## config.mk

```make
export PLATFORM = sky130hd
export DESIGN_NAME = crc_spi_target
export DESIGN_NICKNAME = d
export VERILOG_FILES = /design/src/rtl/crcspi_pkg.sv /design/src/rtl/crcspi_rx.sv /design/src/rtl/crcspi_regs.sv /design/src/rtl/crcspi_tx.sv /design/src/rtl/crc_spi_target.sv
export SDC_FILE = /design/constraint.sdc
export NUM_CORES = 1
export LEC_CHECK = 0
export ABC_AREA = 0
export BUFFER_PORTS_ARGS = -buffer_cell sky130_fd_sc_hd__buf_2
export CORE_UTILIZATION = 25
export CTS_CLUSTER_SIZE = 14
export DETAILED_ROUTE_END_ITERATION = 8
export PLACE_DENSITY = 0.49
export SETUP_SLACK_MARGIN = 0.1
export SYNTH_ARGS = -nofsm -noshare
export SYNTH_HDL_FRONTEND = slang
export SYNTH_HIERARCHICAL = 1
export SYNTH_SLANG_ARGS = --single-unit
```

## constraint.sdc

```tcl
create_clock -name clk -period 7 [get_ports clk]
set_clock_uncertainty 0.05 [all_clocks]
set_input_delay 1.4 -clock clk [delete_from_list [all_inputs] [get_ports clk]]
set_output_delay 1.4 -clock clk [all_outputs]
set_load 0.05 [all_outputs]
```

## src/rtl/crcspi_pkg.sv

```systemverilog
package crcspi_pkg;

    localparam int FRAME_W = 32;
    localparam int PAY_W   = 28;
    localparam int ADDR_W  = 7;
    localparam int DATA_W  = 16;
    localparam int RD_W    = 12;
    localparam logic [3:0] CRC_SEED = 4'hF;

    // One serial step of the x^4 + x + 1 remainder, data bit entering at the top.
    function automatic logic [3:0] crc4_step(input logic [3:0] c, input logic b);
        logic fb;
        fb = b ^ c[3];
        return {c[2], c[1], c[0] ^ fb, fb};
    endfunction

    // Append four zero bits to a running remainder.
    function automatic logic [3:0] crc4_flush(input logic [3:0] c);
        logic [3:0] r;
        r = c;
        for (int k = 0; k < 4; k++) r = crc4_step(r, 1'b0);
        return r;
    endfunction

    function automatic logic [3:0] crc4_payload(input logic [PAY_W-1:0] p);
        logic [3:0] r;
        r = CRC_SEED;
        for (int k = PAY_W - 1; k >= 0; k--) r = crc4_step(r, p[k]);
        return crc4_flush(r);
    endfunction

endpackage

```

## src/rtl/crcspi_rx.sv

```systemverilog
module crcspi_rx
    import crcspi_pkg::*;
(
    input  logic              clk,
    input  logic              rst_n,
    input  logic              cs_n,
    input  logic              rise,
    input  logic              sdi,
    output logic [5:0]        cnt,
    output logic              addr_stb,
    output logic [ADDR_W-1:0] addr,
    output logic              frame_stb,
    output logic              frame_wr,
    output logic [ADDR_W-1:0] frame_addr,
    output logic [DATA_W-1:0] frame_data,
    output logic              frame_good,
    output logic              live_bad,
    output logic              bad_q
);
    localparam logic [5:0] LAST    = 6'(FRAME_W - 1);
    localparam logic [5:0] PAY_END = 6'(PAY_W);
    localparam logic [5:0] ADDR_AT = 6'(ADDR_W);

    typedef struct packed {
        logic [5:0]         cnt;
        logic [FRAME_W-2:0] sh;
        logic [3:0]         crc;
        logic               bad;
    } rx_t;

    localparam rx_t RX_RST = '{cnt: '0, sh: '0, crc: CRC_SEED, bad: 1'b0};

    rx_t q, d;
    logic [3:0] exp_crc;
    logic [3:0] rcv_crc;
    logic [FRAME_W-1:0] word;

    always_comb begin
        exp_crc  = crc4_flush(q.crc);
        rcv_crc  = {q.sh[2:0], sdi};
        live_bad = (rcv_crc != exp_crc);
        word     = {q.sh, sdi};
        d        = q;
        if (cs_n) begin
            d.cnt = '0;
            d.crc = CRC_SEED;
            d.bad = 1'b0;
        end else if (rise && q.cnt <= LAST) begin
            d.sh  = word[FRAME_W-2:0];
            d.cnt = q.cnt + 6'd1;
            if (q.cnt < PAY_END) d.crc = crc4_step(q.crc, sdi);
            if (q.cnt == LAST)   d.bad = live_bad;
        end
    end

    always_ff @(posedge clk or negedge rst_n) begin
        if (!rst_n) q <= RX_RST;
        else        q <= d;
    end

    assign cnt        = q.cnt;
    assign bad_q      = q.bad;
    assign addr_stb   = !cs_n && rise && (q.cnt == ADDR_AT);
    assign addr       = word[ADDR_W-1:0];
    assign frame_stb  = !cs_n && rise && (q.cnt == LAST);
    assign frame_wr   = word[FRAME_W-1];
    assign frame_addr = word[FRAME_W-2 -: ADDR_W];
    assign frame_data = word[FRAME_W-2-ADDR_W -: DATA_W];
    assign frame_good = !live_bad;

    // a released select restarts the bit count and the remainder
    p_restart_on_release_r8: assert property (@(posedge clk) disable iff (!rst_n)
        cs_n |=> (q.cnt == 6'd0 && q.crc == CRC_SEED));

    // one bit taken per rising edge inside a frame
    p_one_bit_per_rise_r1: assert property (@(posedge clk) disable iff (!rst_n)
        (!cs_n && rise && q.cnt < LAST) |=> (q.cnt == $past(q.cnt) + 6'd1));
endmodule

```

## src/rtl/crcspi_regs.sv

```systemverilog
module crcspi_regs
    import crcspi_pkg::*;
#(
    parameter int          NREG      = 8,
    parameter logic [15:0] INIT_BASE = 16'hA55A,
    parameter logic [15:0] INIT_STEP = 16'h1111
) (
    input  logic              clk,
    input  logic              rst_n,
    input  logic              frame_stb,
    input  logic              frame_good,
    input  logic              frame_wr,
    input  logic [ADDR_W-1:0] frame_addr,
    input  logic [DATA_W-1:0] frame_data,
    input  logic [ADDR_W-1:0] rd_addr,
    output logic [RD_W-1:0]   rd_data,
    output logic              crc_flag
);
    localparam int IDX_W = (NREG > 1) ? $clog2(NREG) : 1;
    localparam logic [ADDR_W-1:0] TOP = ADDR_W'(NREG);

    typedef struct packed {
        logic [NREG-1:0][DATA_W-1:0] regs;
        logic                        flag;
    } rf_t;

    rf_t q, d;
    logic wr_hit;

    always_comb begin
        wr_hit = frame_addr < TOP;
        d      = q;
        if (frame_stb) begin
            if (!frame_good)   d.flag = 1'b1;
            else if (!frame_wr) d.flag = 1'b0;
            else if (wr_hit)   d.regs[frame_addr[IDX_W-1:0]] = frame_data;
        end
        rd_data = (rd_addr < TOP) ? q.regs[rd_addr[IDX_W-1:0]][RD_W-1:0] : '0;
    end

    always_ff @(posedge clk or negedge rst_n) begin
        if (!rst_n) begin
            for (int i = 0; i < NREG; i++)
                q.regs[i] <= INIT_BASE ^ DATA_W'(INIT_STEP * i);
            q.flag <= 1'b0;
        end else begin
            q <= d;
        end
    end

    assign crc_flag = q.flag;

    // a mismatching frame leaves every register alone
    p_bad_frame_keeps_regs_r4: assert property (@(posedge clk) disable iff (!rst_n)
        (frame_stb && !frame_good) |=> $stable(q.regs));

    // mismatch raises the flag, clean read drops it
    p_bad_frame_sets_flag_r7: assert property (@(posedge clk) disable iff (!rst_n)
        (frame_stb && !frame_good) |=> q.flag);
    p_clean_read_clears_flag_r7: assert property (@(posedge clk) disable iff (!rst_n)
        (frame_stb && frame_good && !frame_wr) |=> !q.flag);

    // without a completed frame nothing in the file moves
    p_no_frame_no_change_r8: assert property (@(posedge clk) disable iff (!rst_n)
        !frame_stb |=> ($stable(q.regs) && $stable(q.flag)));

    // a clean in-range write lands its data
    p_clean_write_lands_r3: assert property (@(posedge clk) disable iff (!rst_n)
        (frame_stb && frame_good && frame_wr && frame_addr < TOP)
        |=> (q.regs[$past(frame_addr[IDX_W-1:0])] == $past(frame_data)));
endmodule

```

## src/rtl/crcspi_tx.sv

```systemverilog
module crcspi_tx
    import crcspi_pkg::*;
(
    input  logic            clk,
    input  logic            rst_n,
    input  logic            cs_n,
    input  logic            fall,
    input  logic [5:0]      cnt,
    input  logic            addr_stb,
    input  logic [RD_W-1:0] rd_data,
    input  logic [15:0]     status,
    input  logic            live_bad,
    input  logic            bad_q,
    output logic            sdo
);
    localparam logic [4:0] FIRST = 5'(FRAME_W - 1);
    localparam logic [5:0] LAST  = 6'(FRAME_W - 1);
    localparam logic [5:0] DONE  = 6'(FRAME_W);

    typedef struct packed {
        logic [PAY_W-1:0] pay;
        logic [4:0]       pos;
    } tx_t;

    tx_t q, d;
    logic [3:0] out_crc;
    logic       raw_bit;
    logic       flip;

    always_comb begin
        d = q;
        if (cs_n) begin
            d.pay = {status, {RD_W{1'b0}}};
            d.pos = FIRST;
        end else begin
            if (fall && q.pos != 5'd0) d.pos = q.pos - 5'd1;
            if (addr_stb)              d.pay[RD_W-1:0] = rd_data;
        end
        out_crc = crc4_payload(q.pay);
        raw_bit = (q.pos >= 5'd4) ? q.pay[q.pos - 5'd4] : out_crc[q.pos[1:0]];
        flip    = !cs_n && (q.pos == 5'd0) &&
                  ((cnt == LAST && live_bad) || (cnt == DONE && bad_q));
        sdo     = raw_bit ^ flip;
    end

    always_ff @(posedge clk or negedge rst_n) begin
        if (!rst_n) begin
            q.pay <= '0;
            q.pos <= FIRST;
        end else begin
            q <= d;
        end
    end

    // an idle select parks the pointer on frame bit 31
    p_pointer_parks_r1: assert property (@(posedge clk) disable iff (!rst_n)
        cs_n |=> (q.pos == FIRST));
    // each falling edge inside a frame advances one bit
    p_pointer_steps_r1: assert property (@(posedge clk) disable iff (!rst_n)
        (!cs_n && fall && q.pos != 5'd0) |=> (q.pos == $past(q.pos) - 5'd1));
endmodule

```

## src/rtl/crc_spi_target.sv

```systemverilog
module crc_spi_target
    import crcspi_pkg::*;
#(
    parameter int          NREG      = 8,
    parameter logic [15:0] INIT_BASE = 16'hA55A,
    parameter logic [15:0] INIT_STEP = 16'h1111
) (
    input  logic clk,
    input  logic rst_n,
    input  logic sclk,
    input  logic cs_n,
    input  logic sdi,
    output logic sdo
);
    typedef struct packed {
        logic sclk;
    } edge_t;

    edge_t q, d;
    logic rise, fall;

    logic [5:0]        cnt;
    logic              addr_stb;
    logic [ADDR_W-1:0] addr;
    logic              frame_stb, frame_wr, frame_good;
    logic [ADDR_W-1:0] frame_addr;
    logic [DATA_W-1:0] frame_data;
    logic              live_bad, bad_q;
    logic [RD_W-1:0]   rd_data;
    logic              crc_flag;
    logic [15:0]       status;

    always_comb begin
        d.sclk = sclk;
        rise   = sclk && !q.sclk;
        fall   = !sclk && q.sclk;
        status = {crc_flag, crc_flag, 14'b0};
    end

    always_ff @(posedge clk or negedge rst_n) begin
        if (!rst_n) q.sclk <= 1'b0;
        else        q <= d;
    end

    crcspi_rx u_rx (
        .clk(clk), .rst_n(rst_n), .cs_n(cs_n), .rise(rise), .sdi(sdi),
        .cnt(cnt), .addr_stb(addr_stb), .addr(addr),
        .frame_stb(frame_stb), .frame_wr(frame_wr), .frame_addr(frame_addr),
        .frame_data(frame_data), .frame_good(frame_good),
        .live_bad(live_bad), .bad_q(bad_q)
    );

    crcspi_regs #(.NREG(NREG), .INIT_BASE(INIT_BASE), .INIT_STEP(INIT_STEP)) u_regs (
        .clk(clk), .rst_n(rst_n), .frame_stb(frame_stb), .frame_good(frame_good),
        .frame_wr(frame_wr), .frame_addr(frame_addr), .frame_data(frame_data),
        .rd_addr(addr), .rd_data(rd_data), .crc_flag(crc_flag)
    );

    crcspi_tx u_tx (
        .clk(clk), .rst_n(rst_n), .cs_n(cs_n), .fall(fall), .cnt(cnt),
        .addr_stb(addr_stb), .rd_data(rd_data), .status(status),
        .live_bad(live_bad), .bad_q(bad_q), .sdo(sdo)
    );

    // a clean completed frame never leaves the inversion armed
    p_clean_frame_not_flagged_r6: assert property (@(posedge clk) disable iff (!rst_n)
        (frame_stb && frame_good) |=> !bad_q);
endmodule

```

==> results.cfg, run 1 <==
[run_status]
outcome = complete, no violations

[clocking]
ctsHoldBuffers = 0
cts.sinks = 173
ctsLongestPathBuffers = 2
numCtsBuffers = 17
cts-root-buf = clkbuf_16
cts.clk_slew.worst_paths_ps = 70
tritoncts = yes
cts_max_level = 4
cts_setup_buffers = 0
insertion_delay_ps = 440
cts_resized = 0

[sta]
finalMaxSlewViolations = 0
tns_ps = 0
slew_headroom_pct = 31.4
worst_slew_pin_slew_ps = 1030
fmax_mhz = 207
timing.final.crit_share_pct = 69.2
setup_viol = 0
setup_ws_ps = 2160
period_needed_ps = 4840
final-hold-violation-count = 0
rsz0062_at_grt = no

[grt]
met1_usage_pct = 14.9
grt_util_met2_pct = 16.0
grt_start_max_net_pins = 66
grt_pass1_vias = 4825
grt_pass1_wl_um = 29000
track_usage_pct = 10.6
grt_overflow = 0
antenna_found_initial = 0
use_met3_pct = 2.51
grt.busiest_layer = met2

[placement]
dpl.hpwl_um = 10700
portBuffers = 5
place_congestion = 0.738
pre_cts_ws_ps = 2290
dpl_cell_area_mm2 = 0.00902

[setup_path]
worst_ep_required_time_ps = 5550
max_stage_delay_ps = 470
start_kind = flop
worstSetupPathType = flop to primary output
cpMostUsedCell = xnor3_1
cp_max_fo = 5
rrSetupSlack_ps = 3510
cp.arrival_ps = 3390
cp_slowest_cell = xnor3_2
cp-end-kind = primary output
cp_cell_sequence = xnor3_2 > xnor3_1 > xnor3_1 > mux2i_1 > xnor3_1 > o2111ai_2 > xnor2_1 > buf_2
reg2reg_depth = 7
worstReg2RegStart = q
timing.rr.end = u_regs/q[21]

[finish]
final_nets = 607
diodes = 0
area_growth_pct = 10.1
drive_above_1_share_pct = 45.2
seqCellArea_mm2 = 0.00440
fillers = 3540
final_cell_area_mm2 = 0.00961
multi_input_area_mm2 = 0.00394
final_util_pct = 27.9

[min_path]
hold-path-endpoint = u_regs/q[57]
hp-start = u_regs/q[57]
whs_path_depth = 1
worstHoldPathType = flop to flop

[power]
peakVddDrop_v = 0.000150
finalPower_uw = 2320
leakage_uw = 0.00417
power_density_mw_per_mm2 = 242

[die]
die_area_mm2 = 0.0357
die_h_um = 189
die_w_um = 189
placementRows = 68
io_pins = 6
initial_utilization_pct = 25.3
fp.coreArea_mm2 = 0.0345

[synthesis]
avgSynthCellArea_um2 = 14.1
syn_area_mm2 = 0.00873
synth_cells = 618
yosysWarnings = 6

[detailed_routing]
firstDrtPassIters = 4
routedWlPerCell_um = 16.5
drc = 0
wl_um = 17500
viasPerCell = 4.37
vias = 4661
postRouteAntennaNets = 0
dr.first_iter.drc_count = 355

[run]
max-cap-violations = 0
[where the power goes]
part | total [uW] | switching (uW) | internal, uW
Combinational | 289 | 136 | 153
Sequential | 1090 | 51.3 | 1040
Clock | 946 | 440 | 506
[area by class of cell]
class	instances	share of cell area (%)
tap	455	5.93
inverter	7	0.274
clock inverter	13	1.58
sequential	173	45.8
timing repair buffer	13	0.951
multi-input combinational	386	41.0
clock buffer	19	4.51
[through the flow]
stage	hold slack [ps]	cells
after floorplan	409	631
after global placement	420	1034
after detailed placement	431	1034
after CTS	448	1066
after global routing	457	1066
final	447	1066
[routing by layer]
metal  up-vias  wire length (um)
met3        14               335
met1      2454              8910
met5         -                 0
li1       2166                 -
met2        27              8090
met4         0               205
[state kept, by name (all words and copies together), names as in the netlist, 5 cells and up]
| signal | cells |
|---|---|
| u_rx/frame_data | 16 |
| u_rx/frame_addr | 7 |
| u_rx/addr | 6 |
| u_rx/cnt | 6 |
| u_regs/q | 96 |
| u_rx/q | 5 |
| u_tx/q | 33 |
[cell usage in the layout (no fill, tap or decap), types with 5 or more instances in the layout]
master     count
conb_1        14
dfstp_2       53
nand4_1        7
nand3_1        8
clkbuf_16     17
dfrtp_1      120
nand2_1        8
a211o_1        5
mux2_2       140
nor2b_1       10
a22o_1        12
xnor3_1        5
xor2_1        13
xnor2_1       32
buf_4          8
nor2_1        24
mux2i_1       23
mux4_2        25
inv_1          7
[critical path: cells and delay by family, from the launching register on]
| kind | cells | cell delay, ps |
|---|---|---|
| DFF | 1 | 450 |
| AOI/OAI and AO/OA | 1 | 210 |
| xor gates and xnor gates | 5 | 1790 |
| muxes | 1 | 230 |
| buffers and inverters | 1 | 280 |
[worst max path at each step]
stage / start / endpoint / slack [ps]
6_report: u_tx/q[29] / sdo / 2160
4_1_cts: u_tx/q[29] / sdo / 2090
2_1_floorplan: sdi / sdo / 2250
3_5_place_dp: sclk / u_regs/q[21] / 2290
3_3_place_gp: sclk / u_regs/q[26] / 2310
5_1_grt: u_tx/q[29] / sdo / 1950
No activity file was read; power rests on OpenSTA's default activity.
==> inputs of run 2 (changes only) <==
Settings changed: PLACE_DENSITY 0.49 to 0.51.
Clock period 7 ns to 4.05 ns, I/O delays scaled along.
==> run 2 against run 1 <==
Wire length up 2.7%. Hold slack lost 100 ps. Clock power up 79%. Sequential share of layout area is 0.85 points lower. Critical path depth grew 1. Register-to-register slack worse by 2200 ps. Non-clock buffer count rose by 13. Via count up 0.90%. Die area is the same. Largest cell class unchanged. Sequential power up 72%. Cell area rose by 1.9%.
==> results.cfg, run 2 (synthesis results as in run 1) <==
[run_status]
outcome = complete, no violations

[placement]
dpl.hpwl_um = 10900
place_congestion = 0.775
portBuffers = 5

[detailed_routing]
postRouteAntennaNets = 0
drc = 0
vias = 4703
dr.first_iter.drc_count = 231
wl_um = 18000
routedWlPerCell_um = 16.7
viasPerCell = 4.36
firstDrtPassIters = 4

[finish]
diodes = 0
area_growth_pct = 12.2
drive_above_1_share_pct = 47.6
largest_reg_flops = 96
layout_common_cells = 140 x mux2_2, 119 x dfrtp_1, 53 x dfstp_2
mostFrequentLayoutCell = mux2_2
final_nets = 620
regMostFlops = u_regs/q

[die]
initial_utilization_pct = 25.3
fp.coreArea_mm2 = 0.0345
die_area_mm2 = 0.0357
placementRows = 68
die_h_um = 189
io_pins = 6
die_w_um = 189

[setup_path]
cp_max_fo = 4
start_kind = flop
rrSetupSlack_ps = 1340
worstSetupPathType = flop to primary output
cp.arrival_ps = 2910
reg2reg_depth = 7
worstReg2RegStart = u_rx/q[4]
timing.rr.end = u_regs/q[104]
worst_ep_required_time_ps = 3190
cp-end-kind = primary output

[clocking]
cts-root-buf = clkbuf_16
ctsLongestPathBuffers = 2
cts_max_level = 4
numCtsBuffers = 17
cts.clk_slew.worst_paths_ps = 60
cts.sinks = 173
tritoncts = yes
insertion_delay_ps = 430

[grt]
grt_pass1_wl_um = 29300
track_usage_pct = 10.8
antenna_found_initial = 0
grt_start_max_net_pins = 81
grt_pass1_vias = 4988
grt_overflow = 0

[sta]
finalMaxSlewViolations = 0
tns_ps = 0
slew_headroom_pct = 46.3
setup_viol = 0
rsz0062_at_grt = no
timing.final.crit_share_pct = 93.0
final-hold-violation-count = 0
worst_slew_pin_slew_ps = 805
period_needed_ps = 3770
fmax_mhz = 265

[power]
power_density_mw_per_mm2 = 420
peakVddDrop_v = 0.000258
leakage_uw = 0.00428
finalPower_uw = 4110

[run]
max-cap-violations = 0

[min_path]
worstHoldPathType = input port to async pin
[run 2: changes by cell type in the layout (fill, tap and decap cells not counted), moves of 2 or more]
cell | before | now
buf_4 | 8 | 21
clkbuf_8 | 0 | 3
clkinv_8 | 2 | 0
inv_6 | 4 | 1
xnor2_1 | 32 | 25
xnor2_2 | 1 | 8
[run 2: cell type report]
type                       instances  area [um2]
tap                              455         569
clock buffer                      22         474
inverter                           7        26.3
timing repair buffer              26         204
multi-input combinational        386        3990
sequential                       173        4400
fill                            3510       24700
clock inverter                    10         129
[run 2: critical path, stage by stage (launching register included)]
cell	delay (ps)
dfrtp_1	390
buf_4	170
xnor2_2	190
xnor2_2	140
xnor2_2	140
xnor3_2	430
or4_2	560
o2111ai_2	100
xnor2_1	150
buf_4	220
[run 2: timing repair]
| item | in CTS | in global routing |
|---|---|---|
| resized for setup | 2 | 7 |
| endpoints found under the setup margin | 1 | 1 |
| pin swaps | 1 | 5 |
| hold buffers | 0 | 0 |
| setup buffers | 1 | 2 |
[run 2: worst max path at each step]
stage	start	to	slack [ps]
global route	u_tx/q[5]	sdo	120
CTS	u_tx/q[21]	sdo	120
floorplan	u_tx/q[29]	sdo	250
global placement	u_tx/q[29]	sdo	340
detailed placement	u_tx/q[29]	sdo	310
finish	u_tx/q[29]	sdo	280
[run 2: routing by layer]
metal | GRT usage (%) | vias up | wire, um
met1 | 15.1 | 2461 | 9060
met2 | 16.6 | 35 | 8400
li1 | - | 2198 | -
met4 | 3.85 | 0 | 202
met3 | 2.16 | 9 | 365
met5 | 0 | - | 0
[run 2: through the flow]
stage	area (um2)	hold WS (ps)	std cells	utilization (%)	setup WS, ps
floorplan	8780	409	631	-	246
global placement	9110	425	1044	26.4	341
detailed placement	9110	431	1044	26.4	308
CTS	9730	393	1077	28.2	121
global route	9790	414	1079	28.4	119
finish	9790	342	1079	28.4	282
[run 2: where the power goes]
group	internal [uW]	switching, uW	total (uW)
combinational	296	249	545
sequential	1790	85.3	1880
clock	971	718	1690
==> inputs of run 3 (changes only) <==
Settings changed: CELL_PAD_IN_SITES_DETAIL_PLACEMENT set to 0, CELL_PAD_IN_SITES_GLOBAL_PLACEMENT set to 1, PLACE_DENSITY 0.51 to 0.56.
==> run 3 against run 2 <==
Die area is the same. Hold slack worse by 38 ps. Wire length is 1.4% higher. Maximum frequency about the same. Sequential share of layout area about the same. First-iteration DRC count decreased by 3.0%. Setup slack barely moved. Clock-buffer cell count shrank 2. Via count fell by 0.19%. Global-route usage increased by 0.15 points. Critical path type unchanged. Combinational power is 3.7% lower. Critical path depth shrank 1.
==> results.cfg, run 3 (synthesis results as in run 1) <==
[run_status]
outcome = complete, no violations

[detailed_routing]
dr.max_layer_used = met4
wl_um = 18300
routedWlPerCell_um = 17.0
firstDrtPassIters = 5
dr.first_iter.drc_count = 224
postRouteAntennaNets = 0
drc = 0
met2_wirelength_um = 8390
viasPerCell = 4.36
met1Wirelength_um = 9280
vias = 4694
dr_wl_met3_um = 440

[power]
peakVddDrop_v = 0.000304
power_density_mw_per_mm2 = 426
leakage_uw = 0.00426
finalPower_uw = 4170

[setup_path]
worstReg2RegStart = u_rx/q[4]
cp.arrival_ps = 2910
start_kind = flop
timing.rr.end = u_regs/q[104]
cp-end-kind = primary output
rrSetupSlack_ps = 1310
worstSetupPathType = flop to primary output
cpMostUsedCell = xnor2_1
cp_max_fo = 4
worst_ep_required_time_ps = 3190
cp_slowest_cell = or4_2
cp_cell_sequence = xnor2_2 > xnor2_1 > xnor2_1 > xnor3_2 > or4_2 > o2111ai_2 > xnor2_1 > buf_4
reg2reg_depth = 7
max_stage_delay_ps = 550

[grt]
grt_pass1_vias = 4840
antenna_found_initial = 0
track_usage_pct = 11.0
grt_overflow = 0
grt_pass1_wl_um = 29600
grt_start_max_net_pins = 67

[finish]
final_cell_area_mm2 = 0.00978
final_nets = 617
area_growth_pct = 12.1
regMostFlops = u_regs/q
diodes = 0
drive_above_1_share_pct = 47.3
mostFrequentLayoutCell = mux2_2
layout_common_cells = 140 x mux2_2, 119 x dfrtp_1, 53 x dfstp_2
largest_reg_flops = 96

[die]
die_h_um = 189
die_w_um = 189
fp.coreArea_mm2 = 0.0345
die_area_mm2 = 0.0357
placementRows = 68
initial_utilization_pct = 25.3
io_pins = 6

[sta]
slew_headroom_pct = 42.0
rsz0062_at_grt = no
period_needed_ps = 3770
final-hold-violation-count = 0
tns_ps = 0
worst_slew_pin_slew_ps = 865
timing.final.crit_share_pct = 93.0
finalMaxSlewViolations = 0
fmax_mhz = 265
setup_viol = 0

[placement]
place_congestion = 0.732
dpl_cell_area_mm2 = 0.00910
portBuffers = 5
dpl.hpwl_um = 11000

[clocking]
ctsHoldBuffers = 0
insertion_delay_ps = 430
ctsLongestPathBuffers = 2
cts-root-buf = clkbuf_16
numCtsBuffers = 17
cts.clk_slew.worst_paths_ps = 70
cts.sinks = 173
cts_max_level = 4
tritoncts = yes

[min_path]
worstHoldPathType = input port to async pin

[run]
max-cap-violations = 0
run 3: final cells by class:
class / instances / area [um2]
clock buffer: 20 / 457
clock inverter: 12 / 178
fill: 3500 / 24700
inverter: 7 / 26.3
multi-input combinational: 386 / 3980
sequential: 173 / 4400
tap: 455 / 569
timing repair buffer: 23 / 181
run 3: worst max-delay path: cells and delay by family, from the launching register on:
family / cells / cell delay, ps
XOR/XNOR: 5 / 1140
AND/OR/NAND/NOR: 1 / 550
flip-flops: 1 / 460
buffers and inverters: 1 / 220
AO/OA/AOI/OAI: 1 / 100
run 3: power by group:
group / switching, uW / leakage [uW] / internal, uW / total, uW
Clock: 736 / 0.000312 / 1020 / 1760
Combinational: 251 / 0.00177 / 275 / 525
Sequential: 88.7 / 0.00218 / 1790 / 1880
Total: 1080 / 0.00426 / 3090 / 4170
run 3: per-layer routing:
layer,vias up,global-route usage [%]
met5,-,0
li1,2186,-
met4,0,3.44
met2,37,16.5
met3,7,2.35
met1,2464,15.7
run 3: metrics by stage:
step | cells | worst slack [ps] | hold WS (ps) | utilization [%]
finish | 1076 | 282 | 305 | 28.4
global route | 1076 | 110 | 348 | 28.4
CTS | 1076 | 107 | 332 | 28.3
detailed placement | 1043 | 334 | 432 | 26.4
global placement | 1043 | 320 | 431 | 26.4
floorplan | 631 | 246 | 409 | -
run 3: timing repair:
| action | 4_1_cts | 5_1_grt |
|---|---|---|
| pin swaps | 2 | 3 |
| buffers inserted | 1 | 0 |
| endpoints found under the setup margin | 1 | 1 |
| resized for setup | 3 | 5 |
run 3: how the worst max path moves through the flow:
stage	startpoint	end	slack (ps)	cells after the start
after floorplan	u_tx/q[29]	sdo	250	7
after global placement	u_tx/q[29]	sdo	320	8
after detailed placement	u_tx/q[29]	sdo	330	8
after CTS	u_tx/q[21]	sdo	110	8
after global routing	u_tx/q[21]	sdo	110	8
final	u_tx/q[7]	sdo	280	8
